### config.mk
export PLATFORM = sky130hd
export DESIGN_NAME = vmaint_gen
export DESIGN_NICKNAME = d
export VERILOG_FILES = /design/src/rtl/vmaint_pkg.sv /design/src/rtl/hcr_ctrl_reg.sv /design/src/rtl/lr_scan.sv /design/src/rtl/maint_fsm.sv /design/src/rtl/vmaint_gen.sv
export SDC_FILE = /design/constraint.sdc
export NUM_CORES = 1
export LEC_CHECK = 0
export BUFFER_PORTS_ARGS = -buffer_cell sky130_fd_sc_hd__buf_4
export CELL_PAD_IN_SITES_DETAIL_PLACEMENT = 1
export CELL_PAD_IN_SITES_GLOBAL_PLACEMENT = 1
export CORE_MARGIN = 1
export CORE_UTILIZATION = 24
export CTS_CLUSTER_SIZE = 8
export DETAILED_ROUTE_END_ITERATION = 8
export PLACE_DENSITY = 0.76
export RECOVER_POWER = 25
export SLEW_MARGIN = 20
export SYNTH_ARGS = -nofsm -noshare
export SYNTH_HDL_FRONTEND = slang
export SYNTH_HIERARCHICAL = 1
export SYNTH_SLANG_ARGS = --single-unit
### constraint.sdc
create_clock -name clk -period 1.2 [get_ports clk]
set_input_delay 0.12 -clock clk [delete_from_list [all_inputs] [get_ports clk]]
set_output_delay 0.12 -clock clk [all_outputs]
set_load 0.1 [all_outputs]
### src/rtl/vmaint_pkg.sv
package vmaint_pkg;
    localparam int HCR_W      = 32;
    localparam int CNT_W      = 5;
    localparam int CNT_LSB    = 27;
    localparam int B_EN       = 0;
    localparam int B_UNDER    = 1;
    localparam int B_CNTIE    = 2;
    localparam int B_NOPEND   = 3;
    localparam int B_G0ON     = 4;
    localparam int B_G0OFF    = 5;
    localparam int B_G1ON     = 6;
    localparam int B_G1OFF    = 7;
    localparam int B_SGIMUTE  = 8;
    localparam logic [HCR_W-1:0] WRITE_MASK = 32'hF800_7DFF;
    localparam logic [1:0] ST_PENDING = 2'b01;

    typedef enum logic {
        MI_QUIET  = 1'b0,
        MI_RAISED = 1'b1
    } mi_state_t;
endpackage

### src/rtl/hcr_ctrl_reg.sv
module hcr_ctrl_reg
    import vmaint_pkg::*;
(
    input  logic             clk,
    input  logic             rst_n,
    input  logic             wr_en,
    input  logic [HCR_W-1:0] wr_data,
    input  logic             deact_pulse,
    input  logic             deact_vsgi,
    output logic [HCR_W-1:0] ctrl_q
);
    logic [HCR_W-1:0] word_q;
    logic             bump;

    assign bump   = deact_pulse && !(deact_vsgi && word_q[B_SGIMUTE]);
    assign ctrl_q = word_q;

    always_ff @(posedge clk or negedge rst_n) begin
        if (!rst_n) begin
            word_q <= '0;
        end else if (wr_en) begin
            word_q <= wr_data & WRITE_MASK;
        end else if (bump) begin
            word_q[CNT_LSB +: CNT_W] <= word_q[CNT_LSB +: CNT_W] + 1'b1;
        end
    end


    wr_capture_chk: assert property (@(posedge clk) disable iff (!rst_n)
        wr_en |=> (ctrl_q == ($past(wr_data) & WRITE_MASK)));


    count_step_chk: assert property (@(posedge clk) disable iff (!rst_n)
        (deact_pulse && !deact_vsgi && !wr_en) |=>
        (ctrl_q[CNT_LSB +: CNT_W] == $past(ctrl_q[CNT_LSB +: CNT_W]) + 5'd1));


    vsgi_hold_chk: assert property (@(posedge clk) disable iff (!rst_n)
        (deact_pulse && deact_vsgi && ctrl_q[B_SGIMUTE] && !wr_en) |=>
        $stable(ctrl_q));
endmodule

### src/rtl/lr_scan.sv
module lr_scan #(
    parameter int NUM_LR = 4
) (
    input  logic [2*NUM_LR-1:0] lr_state,
    input  logic [NUM_LR-1:0]   lr_valid,
    output logic                any_pending,
    output logic                few_valid
);
    import vmaint_pkg::*;

    logic [NUM_LR-1:0] pend_vec;
    logic [NUM_LR:0]   seen_one;
    logic [NUM_LR:0]   seen_two;

    assign seen_one[0] = 1'b0;
    assign seen_two[0] = 1'b0;

    for (genvar i = 0; i < NUM_LR; i++) begin : g_entry
        assign pend_vec[i]   = (lr_state[2*i +: 2] == ST_PENDING);
        assign seen_two[i+1] = seen_two[i] | (seen_one[i] & lr_valid[i]);
        assign seen_one[i+1] = seen_one[i] | lr_valid[i];
    end

    assign any_pending = |pend_vec;
    assign few_valid   = !seen_two[NUM_LR];
endmodule

### src/rtl/maint_fsm.sv
module maint_fsm
    import vmaint_pkg::*;
(
    input  logic             clk,
    input  logic             rst_n,
    input  logic [HCR_W-1:0] ctrl_q,
    input  logic             any_pending,
    input  logic             few_valid,
    input  logic             grp0_en,
    input  logic             grp1_en,
    output logic             maint_irq
);
    mi_state_t state_q, state_d;
    logic      cond_any;

    always_comb begin
        cond_any = (ctrl_q[B_CNTIE]  && (ctrl_q[CNT_LSB +: CNT_W] != '0))
                 | (ctrl_q[B_NOPEND] && !any_pending)
                 | (ctrl_q[B_UNDER]  && few_valid)
                 | (ctrl_q[B_G0ON]   && grp0_en)
                 | (ctrl_q[B_G0OFF]  && !grp0_en)
                 | (ctrl_q[B_G1ON]   && grp1_en)
                 | (ctrl_q[B_G1OFF]  && !grp1_en);
    end

    always_comb begin
        state_d = state_q;
        unique case (state_q)
            MI_QUIET:  if (ctrl_q[B_EN] && cond_any)    state_d = MI_RAISED;
            MI_RAISED: if (!ctrl_q[B_EN] || !cond_any)  state_d = MI_QUIET;
            default:   state_d = MI_QUIET;
        endcase
    end

    always_ff @(posedge clk or negedge rst_n) begin
        if (!rst_n) state_q <= MI_QUIET;
        else        state_q <= state_d;
    end

    always_comb begin
        maint_irq = (state_q == MI_RAISED);
    end


    off_quiet_chk: assert property (@(posedge clk) disable iff (!rst_n)
        !ctrl_q[B_EN] |=> !maint_irq);


    nopend_raise_chk: assert property (@(posedge clk) disable iff (!rst_n)
        (ctrl_q[B_EN] && ctrl_q[B_NOPEND] && !any_pending) |=> maint_irq);


    under_raise_chk: assert property (@(posedge clk) disable iff (!rst_n)
        (ctrl_q[B_EN] && ctrl_q[B_UNDER] && few_valid) |=> maint_irq);
endmodule

### src/rtl/vmaint_gen.sv
module vmaint_gen
    import vmaint_pkg::*;
#(
    parameter int NUM_LR = 4
) (
    input  logic                clk,
    input  logic                rst_n,
    input  logic                wr_en,
    input  logic [31:0]         wr_data,
    output logic [31:0]         rd_data,
    input  logic [2*NUM_LR-1:0] lr_state,
    input  logic [NUM_LR-1:0]   lr_valid,
    input  logic                grp0_en,
    input  logic                grp1_en,
    input  logic                nomatch_deact,
    input  logic                deact_is_vsgi,
    output logic                maint_irq
);
    logic [HCR_W-1:0] ctrl_q;
    logic             any_pending;
    logic             few_valid;

    hcr_ctrl_reg u_reg (
        .clk         (clk),
        .rst_n       (rst_n),
        .wr_en       (wr_en),
        .wr_data     (wr_data),
        .deact_pulse (nomatch_deact),
        .deact_vsgi  (deact_is_vsgi),
        .ctrl_q      (ctrl_q)
    );

    lr_scan #(.NUM_LR(NUM_LR)) u_scan (
        .lr_state    (lr_state),
        .lr_valid    (lr_valid),
        .any_pending (any_pending),
        .few_valid   (few_valid)
    );

    maint_fsm u_fsm (
        .clk         (clk),
        .rst_n       (rst_n),
        .ctrl_q      (ctrl_q),
        .any_pending (any_pending),
        .few_valid   (few_valid),
        .grp0_en     (grp0_en),
        .grp1_en     (grp1_en),
        .maint_irq   (maint_irq)
    );

    assign rd_data = ctrl_q;


    reset_quiet_chk: assert property (@(posedge clk)
        !rst_n |-> (rd_data == '0 && !maint_irq));
endmodule

==> impl_metrics.env, run 1 <==
export IMPL_slowest_stage="dfrtp_4"
export IMPL_syn_cell_area_um2=1040
export IMPL_relSlewSlack=0.655
export IMPL_violations="setup timing"
export IMPL_layout_setup_ws_ps=-151
export IMPL_critical_path_max_fanout=4
export IMPL_placedInstanceArea_um2=1610
export IMPL_layoutNonFillerInstCount=210
export IMPL_nets=213
export IMPL_fin_hold_ws_ps=74.4
export IMPL_grt_max_degree=23
export IMPL_p_leak_nw=0.820
export IMPL_drive_gt1_frac=0.700
export IMPL_finalPower_mw=2.77
export IMPL_synth_seq_cells=20
export IMPL_critPathKind="flip-flop to flip-flop"
export IMPL_place_gp_congestion=0.805
export IMPL_end_kind="flip-flop"
export IMPL_crit_chain="buf_12 -> ha_4 -> nand3_2 -> or3_1 -> a31oi_1"
export IMPL_grt_pass1_vias=926
export IMPL_place_hpwl_um=2370
export IMPL_tightest_slew_ps=518
export IMPL_setup_tns_ps=-490
export IMPL_crit_path_max_incr_delay_ps=430
export IMPL_status="finished, violations left"
export IMPL_gr_usage_all_layers=0.135
export IMPL_die_area_um2=4590
export IMPL_wire_per_inst_um=14.4
export IMPL_diodes=0
export IMPL_ant_nets=0
export IMPL_crit_buf_inv=1
export IMPL_dr_max_layer_used="met4"
export IMPL_fin_worst_skew_ps=0.708
export IMPL_vias_per_cell=4.36
export IMPL_dr_total_vias=915
export IMPL_p_sw_frac=0.432
export IMPL_initial_core_util=0.254
export IMPL_first_pass_iters=3
export IMPL_area_growth_pct=70.1
export IMPL_clock_sinks=20
export IMPL_dp_slack_ps=-161
export IMPL_yosysUniqueCellTypes=28
export IMPL_die_y_um=67.8
export IMPL_slew_viol_final=0
export IMPL_p_int_mw=1.58
export IMPL_period_share=1.13
export IMPL_grt_pass1_wl_um=4420
export IMPL_min_period_ps=1350
export IMPL_p_clk_frac=0.246
export IMPL_num_io_pins=84
export IMPL_clk_pin_slew_ps=80
export IMPL_worstPathArrival_ps=1530
export IMPL_final_cell_area_um2=1770
export IMPL_htreeDepth=1
export IMPL_synthCells=90
export IMPL_core_um2=4090
export IMPL_hold_viol_final=0
export IMPL_power_frac_seq=0.298
export IMPL_cts_root_buf="clkbuf_8"
export IMPL_utilization=0.432
export IMPL_power_density_nw_per_um2=1570
export IMPL_clk_path_buf_depth=2
export IMPL_hp_class="input port to flip-flop"
export IMPL_clk_latency_ps=260
export IMPL_fmax_mhz=740
export IMPL_cts_tree="yes"
export IMPL_drt_iter0_drc=21
export IMPL_drc_errors=0
export IMPL_p_comb_frac=0.456
export IMPL_m1WireLength_um=1140
export IMPL_io_buffers=57
export IMPL_p_sw_mw=1.20
export IMPL_dieWidth_um=67.8
export IMPL_yosysWarnings=6
export IMPL_rsz0062_at_grt="true"
export IMPL_floorplan_rows=23
export IMPL_max_cap_violations=0
export IMPL_dp_cells=204
export IMPL_wl_met2_um=1680
export IMPL_yosysSeqAreaShare=0.482
export IMPL_worstSetupStartpointType="flip-flop"
export IMPL_required_ps=1370
export IMPL_max_vdd_ir_drop_mv=0.535
export IMPL_crit_family="flip-flops"
export IMPL_dr_wl_met3_um=188
export IMPL_setup_viol=7
export IMPL_synth_area_per_cell_um2=11.5
export IMPL_overflow=0
export IMPL_routed_wl_um=3030
export IMPL_cts_made_buffers=3
export IMPL_antenna_found_initial=0
placed cells by master, fill, tap and decap left out, drive strengths merged:
cell         Yosys  routed
a211o            1       1
a21bo            1       1
a21boi           1       1
a21oi            1       1
a221oi           1       1
a31oi            3       3
buf             15      67
bufinv           0       1
clkbuf           0       4
conb             1      13
dfrtp           20      20
dlygate4sd3      0       1
ha               1       1
inv              4       4
maj3             1       1
mux2            15      15
mux2i            2       2
nand2            2       2
nand2b           4       4
nand3            2       2
nor2             2       2
nor4b            1       1
o2111ai          1       1
o21ai            6       6
or3              3       3
or4              1       1
xnor2            1       1
worst reg2reg max path, cell delays in order (launching register included):
cell and delay (ps):
dfrtp_4 430, buf_12 110, ha_4 140, nand3_2 80, or3_1 310, a31oi_1 190
power by group through the flow:
stage / Combinational [mW] / Clock, mW / Sequential (mW)
6_report: 1.27 / 0.683 / 0.826
5_1_grt: 1.31 / 0.720 / 0.837
4_1_cts: 1.26 / 0.694 / 0.823
3_5_place_dp: 1.21 / 0 / 0.836
3_3_place_gp: 1.19 / 0 / 0.830
2_1_floorplan: 0.354 / 0 / 1.37
final cells by class:
class,instances,area (um^2)
tap,50,62.6
clock buffer,3,41.3
clock inverter,1,30.0
sequential,20,537
inverter,4,15.0
fill,456,2320
timing repair buffer,69,568
multi-input combinational,63,513
layer usage:
layer / vias up / GRT usage
met1: 439 / 0.143
li1: 432 / -
met2: 40 / 0.261
met5: - / 0
met4: 0 / 0.0469
met3: 4 / 0.0236
cell families after synthesis:
logic type      after synthesis  synth area share
simple gates                 15            0.0819
mux                          17             0.182
fa+ha+maj                     2            0.0229
flops                        20             0.482
buf+inv                      19             0.118
compound gates               15             0.101
xor+xnor                      1           0.00844
other cells                   1           0.00361
worst paths after layout:
path	end	cells after the start	slack (ps)	startpoint
worst max register to register	u_reg/ctrl_q[31]	5	-150	u_reg/ctrl_q[28]
worst min-delay path	u_reg/ctrl_q[1]	2	70	wr_data[1]
worst max-delay path	u_reg/ctrl_q[31]	5	-150	u_reg/ctrl_q[28]
worst min register to register	u_reg/ctrl_q[10]	1	520	u_reg/ctrl_q[10]
max in group asynchronous	u_reg/ctrl_q[29]	2	460	rst_n
min in group asynchronous	u_reg/ctrl_q[8]	2	360	rst_n
registers in the layout, indices dropped and copies added, names as in the netlist:
| register | count |
|---|---|
| u_reg/ctrl_q | 19 |
| u_fsm/maint_irq | 1 |
repair_timing:
action	CTS	global route
pin swaps	2	1
endpoints found under the hold margin	20	0
gates resized for setup	10	6
setup endpoints to repair	10	9
hold buffers	1	0
buffers inserted	1	0
cells in the mapped netlist:
| cell type | n | share of area |
|---|---|---|
| o21ai_0 | 2 | 0.0096 |
| or3_1 | 3 | 0.018 |
| ha_1 | 1 | 0.012 |
| a21oi_1 | 1 | 0.0048 |
| conb_1 | 1 | 0.0036 |
| or4_1 | 1 | 0.0072 |
| dfrtp_1 | 20 | 0.48 |
| xnor2_1 | 1 | 0.0084 |
| nand3_1 | 2 | 0.0096 |
| nand2_1 | 2 | 0.0072 |
| o21ai_2 | 1 | 0.0084 |
| nand2b_1 | 4 | 0.024 |
| buf_4 | 13 | 0.094 |
| inv_1 | 4 | 0.014 |
| a221oi_1 | 1 | 0.0084 |
| a31oi_1 | 3 | 0.018 |
| buf_2 | 2 | 0.0096 |
| a21bo_1 | 1 | 0.0096 |
| a211o_1 | 1 | 0.0084 |
| o2111ai_1 | 1 | 0.0084 |
| mux2i_1 | 2 | 0.019 |
| o21ai_1 | 3 | 0.014 |
| a21boi_2 | 1 | 0.011 |
| nor2_1 | 2 | 0.0072 |
| mux2_2 | 11 | 0.12 |
| mux2_1 | 4 | 0.043 |
| maj3_2 | 1 | 0.011 |
| nor4b_1 | 1 | 0.0084 |
(Power assumes the default switching activity.)
==> inputs of run 2 (changes only) <==
--- a/config.mk
+++ b/config.mk
@@ -12,7 +12,7 @@
 export CORE_UTILIZATION = 24
 export CTS_CLUSTER_SIZE = 8
 export DETAILED_ROUTE_END_ITERATION = 8
-export PLACE_DENSITY = 0.76
+export PLACE_DENSITY_LB_ADDON = 0.3
 export RECOVER_POWER = 25
 export SLEW_MARGIN = 20
 export SYNTH_ARGS = -nofsm -noshare
==> impl_metrics.env, run 2 (same netlist as run 1, synthesis figures left out) <==
export IMPL_status="finished, violations left"
export IMPL_min_period_ps=1320
export IMPL_die_y_um=67.8
export IMPL_dr_total_vias=911
export IMPL_grt_busiest_layer="met2"
export IMPL_worstSetupStartpointType="flip-flop"
export IMPL_worstPathArrival_ps=1490
export IMPL_floorplan_rows=23
export IMPL_core_um2=4090
export IMPL_power_density_nw_per_um2=1500
export IMPL_grt_pass1_wl_um=4040
export IMPL_place_hpwl_um=2140
export IMPL_relSlewSlack=0.663
export IMPL_clock_sinks=20
export IMPL_use_met1=0.121
export IMPL_critPathKind="flip-flop to flip-flop"
export IMPL_grt_max_degree=23
export IMPL_max_vdd_ir_drop_mv=0.827
export IMPL_num_io_pins=84
export IMPL_clk_pin_slew_ps=70
export IMPL_htreeDepth=1
export IMPL_wire_per_inst_um=12.9
export IMPL_period_share=1.10
export IMPL_violations="setup timing"
export IMPL_rsz0062_at_grt="true"
export IMPL_area_growth_pct=66.6
export IMPL_drc_errors=0
export IMPL_cts_made_buffers=3
export IMPL_placedInstanceArea_um2=1590
export IMPL_max_cap_violations=0
export IMPL_slew_viol_final=0
export IMPL_cts_root_buf="clkbuf_8"
export IMPL_clk_latency_ps=260
export IMPL_gr_usage_all_layers=0.124
export IMPL_layout_common_cells="59 x buf_4, 14 x dfrtp_2, 13 x conb_1"
export IMPL_dieWidth_um=67.8
export IMPL_ant_nets=0
export IMPL_hp_class="input port to flip-flop"
export IMPL_utilization=0.423
export IMPL_largest_reg_flops=19
export IMPL_nFillCells=452
export IMPL_fin_worst_skew_ps=1.60
export IMPL_initial_core_util=0.254
export IMPL_gr_usage_met2=0.235
export IMPL_place_gp_congestion=0.663
export IMPL_vias_per_cell=4.36
export IMPL_diodes=0
export IMPL_cts_tree="yes"
export IMPL_layout_setup_ws_ps=-119
export IMPL_antenna_found_initial=0
export IMPL_clk_path_buf_depth=2
export IMPL_die_area_um2=4590
export IMPL_final_cell_area_um2=1730
export IMPL_critical_path_max_fanout=5
export IMPL_first_pass_iters=4
export IMPL_required_ps=1370
export IMPL_setup_viol=6
export IMPL_hold_viol_final=0
export IMPL_routed_wl_um=2700
export IMPL_layout_commonest_cell="buf_4"
export IMPL_use_met3=0.0372
export IMPL_overflow=0
export IMPL_nets=212
export IMPL_fmax_mhz=758
export IMPL_drive_gt1_frac=0.686
export IMPL_end_kind="flip-flop"
export IMPL_grt_pass1_vias=952
export IMPL_tightest_slew_ps=506
export IMPL_drt_iter0_drc=12
export IMPL_io_buffers=57
export IMPL_p_leak_nw=0.803
==> run 2: changes by cell type in the layout (fill, tap and decap cells not counted), sizes merged <==
cell,before,now
bufinv,1,0
clkbuf,4,5
buf,67,66
==> run 2: worst max-delay path: stages (launching register included) <==
cell     delay [ps]
dfrtp_4         490
a21bo_4         240
or3_1           360
a31oi_1         150
==> run 2: worst paths after layout <==
path                            startpoint                to  slack [ps]  depth (start not counted)
max                        u_reg/ctrl_q[8]  u_reg/ctrl_q[31]        -120                          3
min                             wr_data[2]   u_reg/ctrl_q[2]          80                          2
max reg2reg                u_reg/ctrl_q[8]  u_reg/ctrl_q[31]        -120                          3
min reg2reg                u_reg/ctrl_q[4]   u_reg/ctrl_q[4]         510                          1
max in group asynchronous            rst_n  u_reg/ctrl_q[31]         460                          2
min in group asynchronous            rst_n  u_reg/ctrl_q[29]         360                          2
==> run 2: area by class of cell <==
cell class,instances,area [um^2],area share
Inverter,4,15.0,0.00868
Sequential cell,20,537,0.310
Tap cell,50,62.6,0.0362
Clock buffer,4,55.1,0.0318
Multi-Input combinational cell,63,499,0.289
Timing Repair Buffer,68,562,0.325
==> run 2: timing repair <==
| item | in CTS | in global routing |
|---|---|---|
| pin swaps | 6 | 4 |
| hold endpoints to repair | 20 | 0 |
| hold buffers | 1 | 0 |
| gates resized for setup | 12 | 6 |
| setup buffers | 0 | 1 |
| endpoints found under the setup margin | 9 | 7 |
==> run 2: power breakdown <==
part	leakage (nW)	switching [mW]	internal, mW
sequential	0.215	0.0597	0.767
clock	0.0288	0.220	0.292
combinational	0.559	0.887	0.363
==> run 2: per-layer routing <==
layer / wire length, um / vias up
met5: 0 / -
met4: 38 / 0
met3: 220 / 5
met2: 1400 / 45
met1: 1040 / 432
li1: - / 429
==> run 2: stage by stage <==
stage / TNS (ps) / power, mW / setup slack [ps] / hold WS (ps) / std cells
final: -357 / 2.59 / -119 / 80.0 / 209
after global routing: -677 / 2.70 / -175 / 79.1 / 209
after CTS: -493 / 2.60 / -166 / 75.4 / 208
after detailed placement: -423 / 2.03 / -149 / 18.7 / 203
after global placement: -279 / 2.01 / -121 / 13.6 / 203
after floorplan: -798 / 1.73 / -274 / -176 / 102
==> inputs of run 3 (changes only) <==
--- a/config.mk
+++ b/config.mk
@@ -17,5 +17,4 @@
 export SLEW_MARGIN = 20
 export SYNTH_ARGS = -nofsm -noshare
 export SYNTH_HDL_FRONTEND = slang
-export SYNTH_HIERARCHICAL = 1
 export SYNTH_SLANG_ARGS = --single-unit
==> impl_metrics.env, run 3 <==
export IMPL_power_frac_seq=0.292
export IMPL_relSlewSlack=0.666
export IMPL_hold_path_end="u_reg.ctrl_q[3]"
export IMPL_vias_per_cell=4.43
export IMPL_dp_slack_ps=-246
export IMPL_clk_latency_ps=260
export IMPL_cts_root_buf="clkbuf_8"
export IMPL_slew_viol_final=0
export IMPL_required_ps=1340
export IMPL_netlist_top_cells_count="20 x dfrtp_1, 14 x mux2_2, 13 x buf_4"
export IMPL_p_clk_frac=0.175
export IMPL_synth_edff_count=0
export IMPL_end_kind="flip-flop"
export IMPL_grt_pass1_wl_um=4190
export IMPL_critical_path_max_fanout=2
export IMPL_dr_total_vias=944
export IMPL_synth_area_per_cell_um2=11.1
export IMPL_place_gp_congestion=0.771
export IMPL_max_vdd_ir_drop_mv=0.895
export IMPL_setup_viol=6
export IMPL_p_int_mw=1.55
export IMPL_synthFlopType="dfrtp_1"
export IMPL_routed_wl_um=2980
export IMPL_wire_per_inst_um=14.0
export IMPL_initial_core_util=0.257
export IMPL_fin_worst_skew_ps=3.14
export IMPL_place_hpwl_um=2320
export IMPL_synth_mux_area_fraction=0.188
export IMPL_io_buffers=57
export IMPL_min_delay_start="wr_data[3]"
export IMPL_clk_path_buf_depth=2
export IMPL_yosysUniqueCellTypes=23
export IMPL_critPathKind="flip-flop to flip-flop"
export IMPL_violations="setup timing"
export IMPL_synth_seq_cells=20
export IMPL_reg2reg_depth=5
export IMPL_hp_class="input port to flip-flop"
export IMPL_timing_rr_start="u_reg.ctrl_q[28]"
export IMPL_htreeDepth=1
export IMPL_synth_area_leaders="dfrtp_1 48%, mux2_2 15%, buf_4 9.3%"
export IMPL_p_comb_frac=0.533
export IMPL_grt_max_degree=22
export IMPL_syn_cell_area_um2=1050
export IMPL_num_io_pins=84
export IMPL_dp_cells=205
export IMPL_layout_commonest_cell="buf_4"
export IMPL_antenna_found_initial=0
export IMPL_synth_xor_area_share=0
export IMPL_layoutNonFillerInstCount=213
export IMPL_drive_gt1_frac=0.706
export IMPL_yosysWarnings=0
export IMPL_die_area_um2=4640
export IMPL_async_reset_ff_frac=1.00
export IMPL_drc_errors=0
export IMPL_fmax_mhz=680
export IMPL_largest_reg_flops=19
export IMPL_period_share=1.23
export IMPL_cts_tree="yes"
export IMPL_crit_chain="inv_4 -> ha_4 -> or4b_4 -> a21oi_2 -> a31oi_1"
export IMPL_synth_top_family_by_area="multiplexers"
export IMPL_holdPathStages=2
export IMPL_worstPathArrival_ps=1610
export IMPL_p_leak_nw=0.821
export IMPL_area_growth_pct=68.4
export IMPL_crit_path_max_incr_delay_ps=490
export IMPL_dieWidth_um=68.1
export IMPL_slowest_stage="dfrtp_4"
export IMPL_cts_made_buffers=3
export IMPL_core_um2=4090
export IMPL_yosysMostFrequentCell="dfrtp_1"
export IMPL_first_pass_iters=4
export IMPL_synth_fa_ha_area_frac=0.0238
export IMPL_worstReg2RegEnd="u_fsm.maint_irq"
export IMPL_ant_nets=0
export IMPL_power_density_nw_per_um2=1640
export IMPL_layout_setup_ws_ps=-271
export IMPL_drt_iter0_drc=15
export IMPL_yosysSeqAreaShare=0.477
export IMPL_tightest_slew_ps=500
export IMPL_status="finished, violations left"
export IMPL_hold_viol_final=0
export IMPL_synth_compound_area_share=0.123
export IMPL_max_cap_violations=0
export IMPL_rrSetupSlack_ps=-270
export IMPL_p_sw_mw=1.36
export IMPL_worstSetupStartpointType="flip-flop"
export IMPL_die_y_um=68.1
export IMPL_overflow=0
export IMPL_synth_top_area_frac=0.477
export IMPL_rsz0062_at_grt="true"
export IMPL_grt_pass1_vias=940
export IMPL_synthCells=95
export IMPL_clk_pin_slew_ps=70
export IMPL_p_sw_frac=0.467
export IMPL_nets=217
export IMPL_synth_simple_area_share=0.0572
export IMPL_diodes=0
export IMPL_gr_usage_all_layers=0.126
export IMPL_min_period_ps=1470
export IMPL_yosysTopAreaCell="dfrtp_1"
export IMPL_floorplan_rows=23
export IMPL_clock_sinks=20
export IMPL_layout_common_cells="58 x buf_4, 15 x dfrtp_2, 14 x mux2_2"
==> run 3: metal layers <==
| layer | vias up | GRT usage | wire, um | part of all wire |
|---|---|---|---|---|
| met1 | 456 | 0.120 | 1040 | 0.35 |
| met2 | 40 | 0.250 | 1720 | 0.58 |
| li1 | 446 | - | - | - |
| met3 | 2 | 0.0333 | 192 | 0.064 |
| met4 | 0 | 0.0469 | 23 | 0.0077 |
| met5 | - | 0 | 0 | 0 |
==> run 3: power by group through the flow <==
| stage | Clock (mW) | Sequential [mW] | Combinational (mW) |
|---|---|---|---|
| 6_report | 0.509 | 0.850 | 1.55 |
| 3_5_place_dp | 0 | 0.856 | 1.37 |
| 2_1_floorplan | 0 | 1.50 | 0.387 |
| 4_1_cts | 0.541 | 0.844 | 1.46 |
| 3_3_place_gp | 0 | 0.848 | 1.35 |
| 5_1_grt | 0.560 | 0.863 | 1.61 |
==> run 3: kinds of logic (layout without fill, tap and decap cells) <==
| family | Yosys count | count (layout) |
|---|---|---|
| buf+inv | 22 | 78 |
| compound gates | 21 | 21 |
| flops | 20 | 20 |
| mux | 18 | 18 |
| simple gates | 11 | 11 |
| fa+ha+maj | 2 | 2 |
| other cells | 1 | 13 |
==> run 3: how the worst max path moves through the flow <==
stage          slack (ps)             start  cells past startpoint         endpoint
2_1_floorplan        -380  u_reg.ctrl_q[27]                      5  u_fsm.maint_irq
3_3_place_gp         -200  u_reg.ctrl_q[27]                      5  u_fsm.maint_irq
3_5_place_dp         -250  u_reg.ctrl_q[27]                      5  u_fsm.maint_irq
4_1_cts              -260  u_reg.ctrl_q[27]                      5  u_fsm.maint_irq
5_1_grt              -320  u_reg.ctrl_q[28]                      5  u_fsm.maint_irq
6_report             -270  u_reg.ctrl_q[28]                      5  u_fsm.maint_irq
==> run 3: layout make-up <==
cell class / instances / area (um^2)
clock buffers: 4 / 55.1
inverters: 7 / 31.3
well taps: 50 / 62.6
flip-flops and latches: 20 / 534
repair buffers: 67 / 556
multi-input cells: 65 / 529
fillers: 465 / 2320
==> run 3: through the flow <==
stage / util / area (um^2) / TNS (ps) / hold slack, ps / power [mW]
global placement: 0.385 / 1580 / -435 / 19.9 / 2.20
floorplan: - / 1150 / -737 / -176 / 1.88
detailed placement: 0.385 / 1580 / -510 / 22.0 / 2.23
global route: 0.433 / 1770 / -1110 / 84.6 / 3.04
finish: 0.433 / 1770 / -876 / 90.5 / 2.91
CTS: 0.415 / 1690 / -436 / 79.4 / 2.84
==> run 3: repair_timing <==
action | in CTS | in global routing
gates resized for setup | 12 | 17
endpoints found under the hold margin | 20 | 0
pin swaps | 1 | 4
cloned | 0 | 0
hold buffers | 1 | 0
buffers inserted | 0 | 4
setup endpoints to repair | 6 | 8
==> run 3: worst max-delay path, delay by kind of cell (launching register included) <==
| kind | cells | cell delay (ps) |
|---|---|---|
| buf+inv | 1 | 70 |
| fa+ha+maj | 1 | 120 |
| flops | 1 | 490 |
| compound gates | 2 | 230 |
| simple gates | 1 | 450 |
